===== src/rtl/wbp_pkg.sv =====
package wbp_pkg;
  typedef enum logic [1:0] {
    ST_IDLE = 2'd0,
    ST_REQ  = 2'd1,
    ST_XFER = 2'd2,
    ST_DONE = 2'd3
  } wbp_state_e;
endpackage


===== src/rtl/wbp_cursor.sv =====
// Holds the transfer position and the configuration captured at start.
module wbp_cursor #(
  parameter int ADDR_W = 32,
  parameter int CNT_W  = 16,
  parameter int LINE_W = 8
) (
  input  logic              clk,
  input  logic              rst_n,
  input  logic              load,
  input  logic [ADDR_W-1:0] ld_addr,
  input  logic [CNT_W-1:0]  ld_count,
  input  logic [LINE_W-1:0] ld_line,
  input  logic [CNT_W-1:0]  ld_max,
  input  logic              step,
  output logic [ADDR_W-1:0] addr,
  output logic [CNT_W-1:0]  rem,
  output logic [LINE_W-1:0] line_q,
  output logic [CNT_W-1:0]  max_q,
  output logic              aligned_now,
  output logic              aligned_next
);
  // True when the low address bits fall on a line boundary.
  function automatic logic on_line(input logic [LINE_W-1:0] a,
                                   input logic [LINE_W-1:0] l);
    return (a & (l - LINE_W'(1))) == '0;
  endfunction

  always_ff @(posedge clk) begin
    if (!rst_n) begin
      addr   <= '0;
      rem    <= '0;
      line_q <= '0;
      max_q  <= CNT_W'(1);
    end else if (load) begin
      addr   <= ld_addr;
      rem    <= ld_count;
      line_q <= ld_line;
      max_q  <= (ld_max == '0) ? CNT_W'(1) : ld_max;
    end else if (step) begin
      addr <= addr + ADDR_W'(1);
      rem  <= rem - CNT_W'(1);
    end
  end

  assign aligned_now  = on_line(addr[LINE_W-1:0], line_q);
  assign aligned_next = on_line(addr[LINE_W-1:0] + LINE_W'(1), line_q);
endmodule


===== src/rtl/wbp_planner.sv =====
// Chooses command and length for the next ownership.
module wbp_planner #(
  parameter int CNT_W  = 16,
  parameter int LINE_W = 8
) (
  input  logic [LINE_W-1:0] addr_lo,
  input  logic [CNT_W-1:0]  rem,
  input  logic [LINE_W-1:0] line,
  input  logic [CNT_W-1:0]  maxb,
  output logic              plan_mwi,
  output logic [CNT_W-1:0]  plan_len
);
  function automatic logic [CNT_W:0] plan(input logic [LINE_W-1:0] a,
                                          input logic [CNT_W-1:0]  r,
                                          input logic [LINE_W-1:0] l,
                                          input logic [CNT_W-1:0]  m);
    logic [CNT_W-1:0] lw, mask, lim, off, gap, len;
    logic             mwi;
    lw   = CNT_W'(l);
    mask = lw - CNT_W'(1);
    lim  = (r < m) ? r : m;
    off  = CNT_W'(a) & mask;
    gap  = lw - off;
    if (lw == '0 || m < lw) begin
      mwi = 1'b0;
      len = lim;
    end else if (off != '0) begin
      mwi = 1'b0;
      len = (gap < r) ? gap : r;
    end else if (r < lw) begin             // tail
      mwi = 1'b0;
      len = r;
    end else begin
      mwi = 1'b1;
      len = lim & ~mask;
    end
    return {mwi, len};
  endfunction

  assign {plan_mwi, plan_len} = plan(addr_lo, rem, line, maxb);
endmodule


===== src/rtl/wbp_seq.sv =====
// Ownership sequencer: request, transfer, release and completion.
module wbp_seq #(
  parameter int CNT_W = 16
) (
  input  logic             clk,
  input  logic             rst_n,
  input  logic             start,
  input  logic             count_zero,
  input  logic             bus_grant,
  input  logic             data_ack,
  input  logic             lat_expire,
  input  logic             tgt_retry,
  input  logic             tgt_disc,
  input  logic             plan_mwi,
  input  logic [CNT_W-1:0] plan_len,
  input  logic [CNT_W-1:0] rem,
  input  logic             aligned_now,
  input  logic             aligned_next,
  output logic             load,
  output logic             beat,
  output logic             in_req,
  output logic             in_xfer,
  output logic             own_end,
  output logic             bus_req,
  output logic             cmd_mwi,
  output logic [CNT_W-1:0] burst_len,
  output logic             done
);
  import wbp_pkg::*;

  wbp_state_e       st_q, st_d;
  logic             own_mwi_q, lat_pend_q;
  logic [CNT_W-1:0] own_len_q, beats_q, beats_nx;
  logic             last_word, lat_now, at_line, rel_lat, grant_take, idle_like;

  assign in_req     = (st_q == ST_REQ);
  assign in_xfer    = (st_q == ST_XFER);
  assign idle_like  = (st_q == ST_IDLE) || (st_q == ST_DONE);
  assign load       = start && idle_like;
  assign grant_take = in_req && bus_grant;

  assign beat      = in_xfer && data_ack && !tgt_retry;      // retry takes no data
  assign beats_nx  = beats_q + CNT_W'(beat);
  assign last_word = beat && (rem == CNT_W'(1));
  assign lat_now   = lat_pend_q || lat_expire;
  assign at_line   = beat ? aligned_next : aligned_now;
  assign rel_lat   = in_xfer && lat_now &&
                     (!own_mwi_q || (at_line && beats_nx != '0));
  assign own_end   = in_xfer && !last_word &&
                     (tgt_retry || tgt_disc || beats_nx == own_len_q || rel_lat);

  always_comb begin
    st_d = st_q;
    unique case (st_q)
      ST_IDLE, ST_DONE: if (start) st_d = count_zero ? ST_DONE : ST_REQ;
      ST_REQ:           if (bus_grant) st_d = ST_XFER;
      ST_XFER: begin
        if (last_word)    st_d = ST_DONE;
        else if (own_end) st_d = ST_REQ;
      end
      default:          st_d = ST_IDLE;
    endcase
  end

  always_ff @(posedge clk) begin
    if (!rst_n) begin
      st_q       <= ST_IDLE;
      own_mwi_q  <= 1'b0;
      own_len_q  <= '0;
      beats_q    <= '0;
      lat_pend_q <= 1'b0;
    end else begin
      st_q <= st_d;
      if (grant_take) begin
        own_mwi_q  <= plan_mwi;
        own_len_q  <= plan_len;
        beats_q    <= '0;
        lat_pend_q <= 1'b0;
      end else if (in_xfer) begin
        beats_q <= beats_nx;
        if (lat_expire) lat_pend_q <= 1'b1;
      end
    end
  end

  assign bus_req   = in_req || in_xfer;
  assign cmd_mwi   = in_req ? plan_mwi : (in_xfer ? own_mwi_q : 1'b0);
  assign burst_len = in_req ? plan_len : (in_xfer ? own_len_q : '0);
  assign done      = (st_q == ST_DONE);
endmodule


===== src/rtl/write_burst_planner.sv =====
module write_burst_planner #(
  parameter int ADDR_W = 32,
  parameter int CNT_W  = 16,
  parameter int LINE_W = 8
) (
  input  logic              clk,
  input  logic              rst_n,
  input  logic              start,
  input  logic [ADDR_W-1:0] start_addr,
  input  logic [CNT_W-1:0]  start_count,
  input  logic [LINE_W-1:0] line_words,
  input  logic [CNT_W-1:0]  max_burst,
  input  logic              bus_grant,
  input  logic              data_ack,
  input  logic              lat_expire,
  input  logic              tgt_retry,
  input  logic              tgt_disc,
  output logic              bus_req,
  output logic              cmd_mwi,
  output logic [CNT_W-1:0]  burst_len,
  output logic              done,
  output logic [ADDR_W-1:0] cur_addr,
  output logic [CNT_W-1:0]  rem_words
);
  logic              load, beat, in_req, in_xfer, own_end;
  logic              aligned_now, aligned_next, plan_mwi;
  logic [CNT_W-1:0]  plan_len, max_q;
  logic [LINE_W-1:0] line_q;

  wbp_cursor #(.ADDR_W(ADDR_W), .CNT_W(CNT_W), .LINE_W(LINE_W)) u_cursor (
    .clk(clk), .rst_n(rst_n), .load(load),
    .ld_addr(start_addr), .ld_count(start_count),
    .ld_line(line_words), .ld_max(max_burst),
    .step(beat), .addr(cur_addr), .rem(rem_words),
    .line_q(line_q), .max_q(max_q),
    .aligned_now(aligned_now), .aligned_next(aligned_next)
  );

  wbp_planner #(.CNT_W(CNT_W), .LINE_W(LINE_W)) u_planner (
    .addr_lo(cur_addr[LINE_W-1:0]), .rem(rem_words),
    .line(line_q), .maxb(max_q),
    .plan_mwi(plan_mwi), .plan_len(plan_len)
  );

  wbp_seq #(.CNT_W(CNT_W)) u_seq (
    .clk(clk), .rst_n(rst_n), .start(start),
    .count_zero(start_count == '0),
    .bus_grant(bus_grant), .data_ack(data_ack), .lat_expire(lat_expire),
    .tgt_retry(tgt_retry), .tgt_disc(tgt_disc),
    .plan_mwi(plan_mwi), .plan_len(plan_len), .rem(rem_words),
    .aligned_now(aligned_now), .aligned_next(aligned_next),
    .load(load), .beat(beat), .in_req(in_req), .in_xfer(in_xfer),
    .own_end(own_end), .bus_req(bus_req), .cmd_mwi(cmd_mwi),
    .burst_len(burst_len), .done(done)
  );
endmodule


===== config.mk =====
export PLATFORM = sky130hd
export DESIGN_NAME = write_burst_planner
export DESIGN_NICKNAME = d
export VERILOG_FILES = /design/src/rtl/wbp_pkg.sv /design/src/rtl/wbp_cursor.sv /design/src/rtl/wbp_planner.sv /design/src/rtl/wbp_seq.sv /design/src/rtl/write_burst_planner.sv
export SDC_FILE = /design/constraint.sdc
export NUM_CORES = 1
export LEC_CHECK = 0
export ABC_AREA = 1
export BUFFER_PORTS_ARGS = -buffer_cell sky130_fd_sc_hd__buf_2
export CAP_MARGIN = 40
export CORE_MARGIN = 5
export CORE_UTILIZATION = 42
export DETAILED_ROUTE_END_ITERATION = 10
export GPL_TIMING_DRIVEN = 0
export HOLD_SLACK_MARGIN = 0.15
export RECOVER_POWER = 25
export SYNTH_ARGS = -nofsm -noshare
export SYNTH_HDL_FRONTEND = slang
export SYNTH_SLANG_ARGS = --single-unit

===== constraint.sdc =====
create_clock -name clk -period 3.76 [get_ports clk]
set_input_delay 0.752 -clock clk [delete_from_list [all_inputs] [get_ports clk]]
set_output_delay 0.752 -clock clk [all_outputs]
set_load 0.02 [all_outputs]

### After elaboration in Yosys (flattened, before gate mapping)

Index checks and enable logic that the tools add are counted.
W data, S select, Z words.

* output and inout bits: 67
* word-level logic and storage cells: 92
* bits of input ports: 80
* register bits: 108

* reductions and logical operators: 34
* equality and inequality tests: 8
* multiplexer cells: 24
* add/sub/neg operators: 7
* order comparisons: 4
* bitwise logic cells: 6

Operators by type and width (count)
* $mux W16: 10
* $mux W32: 2
* $add A32 B1 Y32 const B: 1
* $logic_not A16 Y1: 2
* $lt A16 B16 Y1: 2
* $lt A16 B8 Y1: 2
* $reduce_bool A16 Y1: 2
* $logic_not A8 Y1: 3
* $add A16 B1 Y16: 1
* $and A16 B16 Y16: 1
* $and A8 B16 Y16: 1
* $and A8 B8 Y8: 2
* $eq A16 B1 Y1 const B: 1
* $eq A16 B16 Y1: 1
* $not A16 Y16: 1
* $sub A16 B1 Y16 const B: 1
* $sub A8 B16 Y16: 1
* $logic_and A1 B1 Y1: 10
* $mux W2: 5
* $sub A8 B1 Y9 const B: 1
* $add A8 B1 Y8 const B: 1
* $logic_or A1 B1 Y1: 8
* $sub A8 B1 Y8 const B: 1
* $mux W1: 6
* 12 further kinds: 17

### Longest topological paths before layout

Gate-level depths: netlist (run 1).

* word-level depth: 13
* depth in mapped cells: 28
* mapped depth without buffers: 27

### Modules after synthesis

From an unflattened synthesis (run 1), not the netlist that was laid out.

* cells, all modules: 1571
* area, all modules: 9411.5 sq um

Modules (own cells, without submodules)
* wbp_cursor: cells an instance 678, instances 1, seq. area each 1441.4 sq um, area each 4347.9 sq um
* wbp_planner: cells an instance 479, instances 1, seq. area each 0.0 sq um, area each 2546.2 sq um
* wbp_seq: cells an instance 387, instances 1, seq. area each 720.7 sq um, area each 2413.6 sq um
* write_burst_planner: cells an instance 27, instances 1, seq. area each 0.0 sq um, area each 103.8 sq um

### Least setup slack after synthesis (run 1)

Ideal clock, no wire load.

* path kind: register to output
* start: register u_cursor.line_q[0]
* end: output burst_len[15]
* stages on the path, launching flop included: 25
* data required time: 3008 ps
* path buffers: 2
* setup slack: -519 ps
* data arrival time: 3527 ps
* path through: dfxtp_1 -> inv_2 -> buf_6 -> ha_1 -> inv_1 -> a21oi_1 -> a21oi_1 -> o21ai_1 -> nand2_1 -> nand2_2 -> nand3_1 -> nand2_1 -> fa_1 -> ha_1 -> nand2_1 -> nor2_1 -> a211oi_1 -> nand2_1 -> nand2_1 -> nand2_2 -> buf_2 -> o211ai_1 -> nand3_1 -> nand2_1 -> o21ai_0

* cells in the longest elaborated chain, start to end: 8
* elaborated cells between the ends (all ways): 16
* those cells by class: add/sub (2); order compare (3); mux (5); bitwise (3); reduce/logical (3)

RTL lines
* start, declared: line wbp_cursor.sv:17 `output logic [LINE_W-1:0] line_q,`
* start signal, assigned: line wbp_cursor.sv:37 `line_q <= ld_line;`
* $sub A8 B1 Y9: line wbp_planner.sv:20 `mask = lw - CNT_W'(1);`
* $and A8 B16 Y16: line wbp_planner.sv:22 `off = CNT_W'(a) & mask;`
* $sub A8 B16 Y16: line wbp_planner.sv:23 `gap = lw - off;`
* $lt A16 B16 Y1: line wbp_planner.sv:29 `len = (gap < r) ? gap : r;`
* $mux W16: line wbp_planner.sv:29
* $mux W16: line wbp_planner.sv:27 `end else if (off != '0) begin`
* $mux W16 (*): line wbp_planner.sv:24 `if (lw == '0 || m < lw) begin`
* $mux W16 (*): line wbp_seq.sv:88 `assign burst_len = in_req ? plan_len : (in_xfer ? own_len_q : '0);`
* end, declared: line write_burst_planner.sv:20 `output logic [CNT_W-1:0] burst_len,`

Mark *: on every way between the ends. The rest lies on a longest branch, timed or not.

### Final worst setup path (run 1)

* start: register u_cursor.line_q[1]
* end: output burst_len[2]

The elaborated chain is that of the path after synthesis.

==> flow_summary.toml, run 1 <==
[setup_path]
r2r-start = "u_cursor.line_q[1]$_SDFFE_PN0P_"
timing.critical_path.fanout_max = 5
crit_path_cell_trace = "inv_8 -> ha_4 -> inv_6 -> a21oi_4 -> a21oi_2 -> o21ai_2 -> nand2_2 -> nand2_4 -> nand3_2 -> nand2_2 -> fa_1 -> ha_1 -> nand2_1 -> nor2_1 -> a211oi_1 -> nand2_1 -> nand2_2 -> nand2_4 -> buf_6 -> o211ai_1 -> nand4_1 -> nand2_2 -> buf_6"
worst_r2r_path_depth = 33
timing_worst_setup_path_type = "flip-flop to output port"
critical-path-max-stage-delay_ns = 0.45
regToRegEndpoint = "u_seq.own_len_q[4]$_SDFFE_PN0P_"
cp_common_cell = "sky130_fd_sc_hd__nand2_2"
timing.critical_path.to_type = "output port"
timing.critical_path.required_ns = 3.01
r2r_slack_ns = -0.93
timing.critical_path.slowest_stage_cell = "sky130_fd_sc_hd__fa_1"
worstPathArrival_ns = 4.00
start_kind = "flip-flop"

[placement]
placement.setup.worst_slack_ns = -1.03
hpwl_um = 25800
io_buffer_count = 146
place_congestion = 0.986

[cts]
cts_tree = "done"
cts.path.max_buffers = 2
clock_tree.root_cell = "sky130_fd_sc_hd__clkbuf_16"
cts_hold_buffers = 0
cts.sinks = 108
cts-htree-levels = 3
cts_inserted_buffers = 9
clock_pin_slew_reported_for_the_worst_setup_and_hold_paths_after_clock_tree_synthesis_ns = 0.08
clock_insertion_delay_worst_skew_ns = 0.38

[cells_and_area]
num_antenna_cells = 0
final_layout_size_suffix_gt1_frac = 0.202
design.final.nets = 1726
finalCoreUtilization = 0.529
area_growth_pct = 23.6

[power_and_ir_drop]
netSwitchingFraction = 0.541
switching_pwr_mw = 6.12
combPwrFrac = 0.741
power.internal_mw = 5.19
power.clock.fraction = 0.087
power-per-cell-area_mw_per_mm2 = 1050
worst_vdd_drop_mv = 0.455
leakage_nw = 4.80
seqPwrFrac = 0.172

[timing]
finalClockSkew_ns = 0.0139
grt_setup_unrepaired = "yes"
worst_slack_ns = -0.990
final.min_clock_period_ns = 4.75
slew_violations = 0
timing_worst_slew_pin_value_ns = 0.779
timing.final.setup_violations = 19
max_freq_ghz = 0.211
finalHoldViolations = 0
relSlewSlack = 0.480
fin_crit_sh = 1.26

[grt]
first_pass_grt_wire_length_um = 50400
grt_pass1_vias = 9284
groute.usage.overall = 0.265
met2_usage = 0.430
globalRouteMet1Util = 0.366
grt_util_met3 = 0.0396
grt.busiest_layer = "met2"
grt_max_degree = 20
grt-ovfl-total = 0
grt_antenna_before_repair = 0

[synth]
synth_warnings = 0
average_footprint_of_a_synthesized_cell_um2 = 6.29
synth-main-ff-cell = "sky130_fd_sc_hd__dfxtp_1"
synth_top_cell_by_area = "sky130_fd_sc_hd__dfxtp_1"
synth_most_common_cell = "sky130_fd_sc_hd__nand2_1"
synth-edff-count = 0
yosys-mux-area-fraction = 0
synth-simple-area-share = 0.384
synth_xor_xnor_area_share = 0.0331
syn_inst = 1386
post_syn_nets = 1524
synth_seq_cells = 108
netlist.area_leader.share = 0.248
yosys.area_share.adder = 0.0841
synth_cell_type_count = 50
complex_gate_fraction_of_the_synthesized_area = 0.164
ys_async_sr_fraction = 0
synth_commonest_cells = "sky130_fd_sc_hd__nand2_1, sky130_fd_sc_hd__inv_1, sky130_fd_sc_hd__nor2_1"
synth_top_cells_by_area = "sky130_fd_sc_hd__dfxtp_1, sky130_fd_sc_hd__nand2_1, sky130_fd_sc_hd__ha_1"
sequential_cell_area_fraction_in_the_yosys_report = 0.248
synth_top_family_by_area = "simple AND/OR/NAND/NOR gates"
syn-cell-area_mm2 = 0.00872

[worst_hold_path]
worstHoldEndpoint = "u_seq.beats_q[0]$_SDFFE_PP0N_"
worstHoldPathType = "flip-flop to flip-flop"
worst_hold_startpoint = "u_seq.beats_q[0]$_SDFFE_PP0N_"
cell_depth_of_the_worst_hold_path = 2

[route]
drt_pre_antenna_iters = 5
route.detailed.drc = 0
vias = 10100
route.antenna.remaining_nets = 0
wirelength_um = 32500
drtIter0Drc = 728
routedWlPerCell_um = 17.4
routed_via_density = 5.40

[floorplanning]
cell_rows = 52
die-area_mm2 = 0.0237
die-height_um = 154
fp.coreArea_mm2 = 0.0204
io_pins = 147
die_width_um = 154
start_util = 0.428

[job]
max_cap_viol_count = 0

[run_status]
result_of_the_run = "complete, but fails checks"
violations = "negative setup slack"
==> layer usage <==
layer	share of wire	vias up
li1	-	5041
met1	0.45	4603
met2	0.46	356
met3	0.060	53
met4	0.024	0
met5	0	-
==> power groups by stage <==
| stage | logic, mW | clock network [mW] | registers [mW] |
|---|---|---|---|
| global route | 9.18 | 1.03 | 1.99 |
| detailed placement | 6.89 | 0 | 1.94 |
| global placement | 6.81 | 0 | 1.94 |
| CTS | 8.07 | 0.997 | 1.93 |
| finish | 8.38 | 0.979 | 1.95 |
| floorplan | 4.88 | 0 | 1.95 |
==> worst max path at each step <==
| stage | from | end | slack [ns] |
|---|---|---|---|
| after CTS | u_cursor.line_q[1]$_SDFFE_PN0P_ | burst_len[15] | -0.90 |
| after global routing | u_cursor.line_q[1]$_SDFFE_PN0P_ | burst_len[2] | -1.17 |
| after floorplan | u_cursor.line_q[0]$_SDFFE_PN0P_ | burst_len[2] | -0.38 |
| after detailed placement | u_cursor.line_q[0]$_SDFFE_PN0P_ | burst_len[5] | -1.03 |
| final | u_cursor.line_q[1]$_SDFFE_PN0P_ | burst_len[2] | -0.99 |
| after global placement | u_cursor.line_q[0]$_SDFFE_PN0P_ | burst_len[3] | -0.98 |
==> sequential cells by signal, summed over array words and instances, names as in the netlist <==
signal / cells
u_seq.st_q: 2
u_seq.lat_pend_q: 1
u_seq.own_mwi_q: 1
u_cursor.addr: 32
u_cursor.rem: 16
u_seq.own_len_q: 16
u_cursor.line_q: 8
u_cursor.max_q: 16
u_seq.beats_q: 16
==> cells by family after synthesis <==
logic type	Yosys count
AND/OR/NAND/NOR	759
AO/OA/AOI/OAI	241
buffers and inverters	187
flip-flops	108
adder cells (fa/ha/maj)	58
XOR/XNOR	33
==> what timing repair did <==
item	4_1_cts	5_1_grt
buffers inserted	37	7
resized for setup	81	17
endpoints found under the setup margin	33	24
pin swaps	29	13
gates cloned	2	0
==> through the flow <==
stage	power, mW	std cells	cell area (um2)	hold slack, ns	TNS [ns]
2_1_floorplan	6.83	1386	8820	0.439	-5.31
3_3_place_gp	8.75	1802	9890	0.460	-16.23
3_5_place_dp	8.83	1802	9890	0.468	-17.86
4_1_cts	11.0	1856	10700	0.481	-14.25
5_1_grt	12.2	1863	10800	0.508	-18.94
6_report	11.3	1863	10800	0.476	-15.64
==> critical path: cells and delay by family, from the launching register on <==
family / cells / cell delay [ns]
fa+ha+maj: 3 / 1.04
compound gates: 5 / 0.79
simple gates: 11 / 1.04
buf+inv: 4 / 0.35
flops: 1 / 0.41
==> layout by cell type (no fill, tap or decap), drive strengths merged, types with 6 or more instances in the layout <==
cell / count
nand4: 42
xnor2: 10
buf: 169
a31oi: 34
a211oi: 18
dfxtp: 108
xor2: 23
clkbuf: 77
nand3: 92
nand3b: 8
a21oi: 73
or2: 6
ha: 57
nor2: 126
nand2: 448
nor3: 21
o211ai: 13
nor4: 14
inv: 145
o21ai: 86
==> layout make-up <==
class	count	area (um2)
Fill cell	2150	9580
Multi-Input combinational cell	1091	6070
Sequential cell	108	2180
Timing Repair Buffer	192	1130
Inverter	142	556
Tap cell	270	338
Clock buffer	10	229
Buffer	44	224
Clock inverter	6	56.3
Note: power is estimated with default switching activity, not from simulation.
==> inputs of run 2 (changes only) <==
CORE_UTILIZATION = 52   (was 42)
PLACE_DENSITY = 0.78   (was not set)
==> run 2 against run 1 <==
Net effect: setup slack lost 0.0053 ns; critical path type unchanged; the run still ends with negative setup slack left; clock-buffer cell count did not move; clock skew fell by 0.0036 ns; sequential power is essentially flat; sequential cell count unchanged; worst hold slack better by 0.00063 ns; highest routed layer unchanged; final cell count shrank 3.3%.
==> flow_summary.toml, run 2 (synthesis gave the netlist of run 1 again) <==
[setup_path]
timing.critical_path.slowest_stage_cell = "sky130_fd_sc_hd__fa_2"
critical_path_depth = 24
worst_r2r_path_depth = 23
start_kind = "flip-flop"
cp_common_cell = "sky130_fd_sc_hd__nand2_2"
timing_worst_setup_path_type = "flip-flop to output port"
timing.critical_path.to_type = "output port"
r2r_slack_ns = 0.12
crit_path_cell_trace = "inv_8 -> ha_4 -> inv_6 -> a21oi_4 -> a21oi_2 -> o21ai_2 -> nand2_2 -> nand2_4 -> nand3_2 -> nand2_2 -> fa_2 -> ha_4 -> buf_6 -> a211oi_2 -> nand2_1 -> nand2_2 -> nand2_4 -> inv_6 -> buf_8 -> nand2_2 -> nand3_2 -> nand4_1 -> o21ai_2 -> buf_6"
timing.critical_path.max_delay_family = "adder cells"
timing.critical_path.required_ns = 3.01
crit_buf_inv = 6
critical-path-max-stage-delay_ns = 0.47
timing.critical_path.fanout_max = 6
worstPathArrival_ns = 4.00

[run_status]
violations = "negative setup slack"
result_of_the_run = "complete, but fails checks"

[floorplanning]
die-height_um = 140
start_util = 0.528
fp.coreArea_mm2 = 0.0165
die-area_mm2 = 0.0195
cell_rows = 47
io_pins = 147
die_width_um = 140

[route]
route.antenna.remaining_nets = 0
wirelength_um = 31300
drt_pre_antenna_iters = 6
routedWlPerCell_um = 17.4
route.detailed.drc = 0
vias = 10400
drtIter0Drc = 1083
routed_via_density = 5.75

[grt]
grt_max_degree = 19
groute.usage.overall = 0.309
grt_antenna_before_repair = 0
grt_pass1_vias = 9484
grt-ovfl-total = 0
first_pass_grt_wire_length_um = 48900

[cells_and_area]
design.final.nets = 1715
largest_register_ff_count = 32
final_layout_size_suffix_gt1_frac = 0.207
num_antenna_cells = 0
final_common_cell = "sky130_fd_sc_hd__nand2_1"
top_library_cells_by_usage_in_the_layout_fill_and_taps_aside = "sky130_fd_sc_hd__nand2_1, sky130_fd_sc_hd__inv_1, sky130_fd_sc_hd__nor2_1"
finalNonFillerCells = 1802
area_growth_pct = 23.9
max_flop_register = "u_cursor.addr"

[timing]
fin_crit_sh = 1.26
grt_setup_unrepaired = "yes"
max_freq_ghz = 0.210
timing.final.setup_violations = 16
finalHoldViolations = 0
worst_slack_ns = -0.995
finalClockSkew_ns = 0.0103
slew_violations = 0
relSlewSlack = 0.532
final.min_clock_period_ns = 4.76
timing_worst_slew_pin_value_ns = 0.702

[power_and_ir_drop]
combPwrFrac = 0.732
power-per-cell-area_mw_per_mm2 = 1080
power.clock.fraction = 0.099
leakage_nw = 4.81
worst_vdd_drop_mv = 0.488
seqPwrFrac = 0.169
switching_pwr_mw = 6.31
netSwitchingFraction = 0.543
p_total_mw = 11.6
power.internal_mw = 5.32

[cts]
clock_tree.root_cell = "sky130_fd_sc_hd__clkbuf_16"
clock_insertion_delay_worst_skew_ns = 0.37
cts_hold_buffers = 0
cts.path.max_buffers = 2
clock_pin_slew_reported_for_the_worst_setup_and_hold_paths_after_clock_tree_synthesis_ns = 0.07
cts_inserted_buffers = 9
cts_tree = "done"
cts-htree-levels = 3
cts.sinks = 108

[job]
max_cap_viol_count = 0

[placement]
numPlacedInstances = 1752
io_buffer_count = 146
hpwl_um = 24200
place_congestion = 1.00
placement.setup.worst_slack_ns = -0.964

[worst_hold_path]
worstHoldPathType = "flip-flop to flip-flop"
cell_depth_of_the_worst_hold_path = 2
[run 2: changes by cell type in the layout (fill, tap and decap cells not counted), sizes merged]
cell / previous run / this run
bufinv: 0 / 3
clkinv: 3 / 1
inv: 145 / 144
buf: 169 / 158
[run 2: layer usage]
layer,part of all wire,vias up,GRT usage
li1,-,5023,-
met1,0.41,4725,0.417
met2,0.46,523,0.497
met3,0.097,93,0.0494
met4,0.036,0,0.115
met5,0,-,0
[run 2: power by group through the flow]
stage	logic (mW)	registers [mW]	clock network [mW]
after floorplan	4.88	1.95	0
after global placement	6.71	1.93	0
after detailed placement	6.81	1.94	0
after CTS	7.60	1.93	1.15
after global routing	9.20	2.00	1.21
final	8.51	1.96	1.15
[run 2: worst register-to-register path: cells and delay by family, from the launching register on]
family,cells,cell delay [ns]
adders and majority gates,3,1.03
and+or+nand+nor,10,0.90
AOI/OAI and AO/OA,5,0.64
buffers and inverters,5,0.54
DFF,1,0.40
[run 2: cell type report]
| cell class | instances | area [um2] |
|---|---|---|
| multi-input cells | 1091 | 6200 |
| fillers | 1526 | 5710 |
| flip-flops and latches | 108 | 2170 |
| repair buffers | 181 | 1020 |
| inverters | 142 | 558 |
| well taps | 220 | 275 |
| clock buffers | 10 | 239 |
| plain buffers | 44 | 228 |
| clock inverters | 6 | 116 |
[run 2: path summary, 6_finish.rpt]
kind                                   startpoint                               to
setup / recovery  u_cursor.line_q[1]$_SDFFE_PN0P_                     burst_len[7]
hold / removal      u_seq.beats_q[0]$_SDFFE_PP0N_    u_seq.beats_q[0]$_SDFFE_PP0N_
setup reg to reg  u_cursor.line_q[1]$_SDFFE_PN0P_  u_seq.own_len_q[7]$_SDFFE_PN0P_
hold reg to reg     u_seq.beats_q[0]$_SDFFE_PP0N_    u_seq.beats_q[0]$_SDFFE_PP0N_
[run 2: per-stage QoR]
stage / hold WS, ns / utilization / area (um2) / TNS (ns)
after floorplan: 0.439 / - / 8820 / -5.31
after global placement: 0.456 / 0.595 / 9830 / -14.40
after CTS: 0.479 / 0.641 / 10600 / -13.19
after global routing: 0.515 / 0.654 / 10800 / -18.21
final: 0.477 / 0.654 / 10800 / -15.19
after detailed placement: 0.468 / 0.595 / 9830 / -15.37
[run 2: repair_timing]
item | 4_1_cts | 5_1_grt
setup endpoints to repair | 32 | 18
hold endpoints to repair | 0 | 0
gates resized for setup | 72 | 42
gates cloned | 2 | 0
pin swaps | 33 | 33
buffers inserted | 22 | 11
==> inputs of run 3 (changes only) <==
RECOVER_POWER = 50   (was 25)
==> run 3 against run 2 <==
Net effect: the flow still finishes with violations (negative setup slack); clock skew hardly changed; first-iteration DRC count is 1.2% higher; global-route usage stayed put; die area stayed put; register-to-register slack hardly changed; largest cell class unchanged; combinational power hardly changed; clock power hardly changed; power hardly changed; clock-buffer cell count stayed put; wire length is 0.12% lower; utilization is 0.19 points lower; worst hold slack better by 0.0014 ns.
==> flow_summary.toml, run 3 (synthesis gave the netlist of run 1 again) <==
[cells_and_area]
register_area_mm2 = 0.00217
area_growth_pct = 23.6
final_common_cell = "sky130_fd_sc_hd__nand2_1"
finalNonFillerCells = 1802
filler_cell_count = 1538
top_library_cells_by_usage_in_the_layout_fill_and_taps_aside = "sky130_fd_sc_hd__nand2_1, sky130_fd_sc_hd__inv_1, sky130_fd_sc_hd__nor2_1"
max_flop_register = "u_cursor.addr"
num_antenna_cells = 0
final_layout_size_suffix_gt1_frac = 0.198
design.final.nets = 1715
largest_register_ff_count = 32
multi_input_area_mm2 = 0.00618

[timing]
worst_slack_ns = -0.999
slew_violations = 0
worst_hold_slack_ns = 0.479
relSlewSlack = 0.524
grt_setup_unrepaired = "yes"
finalHoldViolations = 0
timing.final.setup_violations = 16
fin_crit_sh = 1.27
max_freq_ghz = 0.210
final.min_clock_period_ns = 4.76
timing_worst_slew_pin_value_ns = 0.715
finalClockSkew_ns = 0.0102
setup_tns_ns = -15.22

[placement]
hpwl_um = 24200
io_buffer_count = 146
place_congestion = 1.00
numPlacedInstances = 1752

[route]
wirelength_um = 31300
drtIter0Drc = 1096
routed_via_density = 5.77
routedWlPerCell_um = 17.3
vias = 10400
route.detailed.drc = 0
drt_pre_antenna_iters = 8
route.antenna.remaining_nets = 0

[floorplanning]
fp.coreArea_mm2 = 0.0165
die_width_um = 140
die-area_mm2 = 0.0195
start_util = 0.528
die-height_um = 140
cell_rows = 47
io_pins = 147

[worst_hold_path]
worstHoldPathType = "flip-flop to flip-flop"

[cts]
clock_tree.root_cell = "sky130_fd_sc_hd__clkbuf_16"
cts_hold_buffers = 0
clock_insertion_delay_worst_skew_ns = 0.37
cts.path.max_buffers = 2
cts_tree = "done"
clock_pin_slew_reported_for_the_worst_setup_and_hold_paths_after_clock_tree_synthesis_ns = 0.08
cts.sinks = 108
cts_inserted_buffers = 9
cts-htree-levels = 3

[power_and_ir_drop]
combPwrFrac = 0.732
p_total_mw = 11.6
power-per-cell-area_mw_per_mm2 = 1080
netSwitchingFraction = 0.543
power.clock.fraction = 0.099
worst_vdd_drop_mv = 0.486
leakage_nw = 4.76
switching_pwr_mw = 6.31
power.internal_mw = 5.31
seqPwrFrac = 0.169

[setup_path]
r2r_slack_ns = 0.11
timing_worst_setup_path_type = "flip-flop to output port"
timing.critical_path.to_type = "output port"
timing.critical_path.required_ns = 3.01
start_kind = "flip-flop"
worstPathArrival_ns = 4.01
timing.critical_path.fanout_max = 6

[grt]
grt-ovfl-total = 0
first_pass_grt_wire_length_um = 48900
groute.usage.overall = 0.309
grt_max_degree = 19
grt_antenna_before_repair = 0
grt_pass1_vias = 9484

[job]
max_cap_viol_count = 0

[run_status]
violations = "negative setup slack"
result_of_the_run = "complete, but fails checks"
## run 3: cell count changes in the layout (fill, tap and decap cells not counted)
cell                       previous run  this run
sky130_fd_sc_hd__nor2_4               9         8
sky130_fd_sc_hd__buf_4               35        34
sky130_fd_sc_hd__nand2_2             35        34
sky130_fd_sc_hd__nor3_2               6         5
sky130_fd_sc_hd__nor3_1              14        15
sky130_fd_sc_hd__clkbuf_1            66        77
sky130_fd_sc_hd__buf_2              103        93
sky130_fd_sc_hd__nor2_1             104       105
sky130_fd_sc_hd__nand2_1            404       405
## run 3: critical path, stage by stage (launching register included)
cell and delay, ns:
sky130_fd_sc_hd__dfxtp_4 0.41, sky130_fd_sc_hd__inv_8 0.06, sky130_fd_sc_hd__ha_4 0.27, sky130_fd_sc_hd__inv_6 0.03
sky130_fd_sc_hd__a21oi_4 0.15, sky130_fd_sc_hd__a21oi_2 0.05, sky130_fd_sc_hd__o21ai_2 0.21, sky130_fd_sc_hd__nand2_2 0.09
sky130_fd_sc_hd__nand2_4 0.08, sky130_fd_sc_hd__nand3_2 0.06, sky130_fd_sc_hd__nand2_2 0.09, sky130_fd_sc_hd__fa_2 0.47
sky130_fd_sc_hd__ha_4 0.28, sky130_fd_sc_hd__buf_6 0.11, sky130_fd_sc_hd__a211oi_2 0.17, sky130_fd_sc_hd__nand2_1 0.12
sky130_fd_sc_hd__nand2_2 0.11, sky130_fd_sc_hd__nand2_4 0.10, sky130_fd_sc_hd__inv_6 0.10, sky130_fd_sc_hd__buf_8 0.14
sky130_fd_sc_hd__nand2_2 0.06, sky130_fd_sc_hd__nand3_2 0.08, sky130_fd_sc_hd__nand4_1 0.13, sky130_fd_sc_hd__o21ai_2 0.12
sky130_fd_sc_hd__buf_6 0.14
## run 3: final cells by class
| cell class | instances | area share |
|---|---|---|
| plain buffers | 44 | 0.0211 |
| clock buffers | 10 | 0.0222 |
| clock inverters | 6 | 0.0108 |
| inverters | 142 | 0.0518 |
| multi-input cells | 1091 | 0.573 |
| flip-flops and latches | 108 | 0.202 |
| well taps | 220 | 0.0255 |
| repair buffers | 181 | 0.0936 |
## run 3: final timing paths
check | start | endpoint | cells after the start
max reg2reg | u_cursor.line_q[1]$_SDFFE_PN0P_ | u_seq.own_len_q[7]$_SDFFE_PN0P_ | 23
min reg2reg | u_seq.beats_q[0]$_SDFFE_PP0N_ | u_seq.beats_q[0]$_SDFFE_PP0N_ | 2
min | u_seq.beats_q[0]$_SDFFE_PP0N_ | u_seq.beats_q[0]$_SDFFE_PP0N_ | 2
max | u_cursor.line_q[1]$_SDFFE_PN0P_ | burst_len[4] | 24
## run 3: per-layer routing
layer  up-vias  track usage  part of all wire
li1       5019            -                 -
met1      4749        0.417              0.42
met2       534        0.497              0.46
met3        89       0.0494             0.094
met4         0        0.115             0.035
met5         -            0                 0
## run 3: what timing repair did
action	CTS	global route
pin swaps	33	33
setup buffers	22	11
gates resized for setup	72	42
endpoints found under the setup margin	32	18
gates cloned	2	0
## run 3: power by group through the flow
stage / sequential, mW / clock (mW) / combinational [mW]
6_report: 1.96 / 1.16 / 8.50
5_1_grt: 2.00 / 1.21 / 9.19
4_1_cts: 1.93 / 1.15 / 7.60
3_5_place_dp: 1.94 / 0 / 6.81
3_3_place_gp: 1.93 / 0 / 6.71
2_1_floorplan: 1.95 / 0 / 4.88
## run 3: metrics by stage
| step | instance area [um2] | setup WS (ns) | util |
|---|---|---|---|
| global placement | 9830 | -0.932 | 0.595 |
| floorplan | 8820 | -0.377 | - |
| global route | 10800 | -1.18 | 0.652 |
| detailed placement | 9830 | -0.964 | 0.595 |
| CTS | 10600 | -0.868 | 0.641 |
| finish | 10800 | -0.999 | 0.652 |
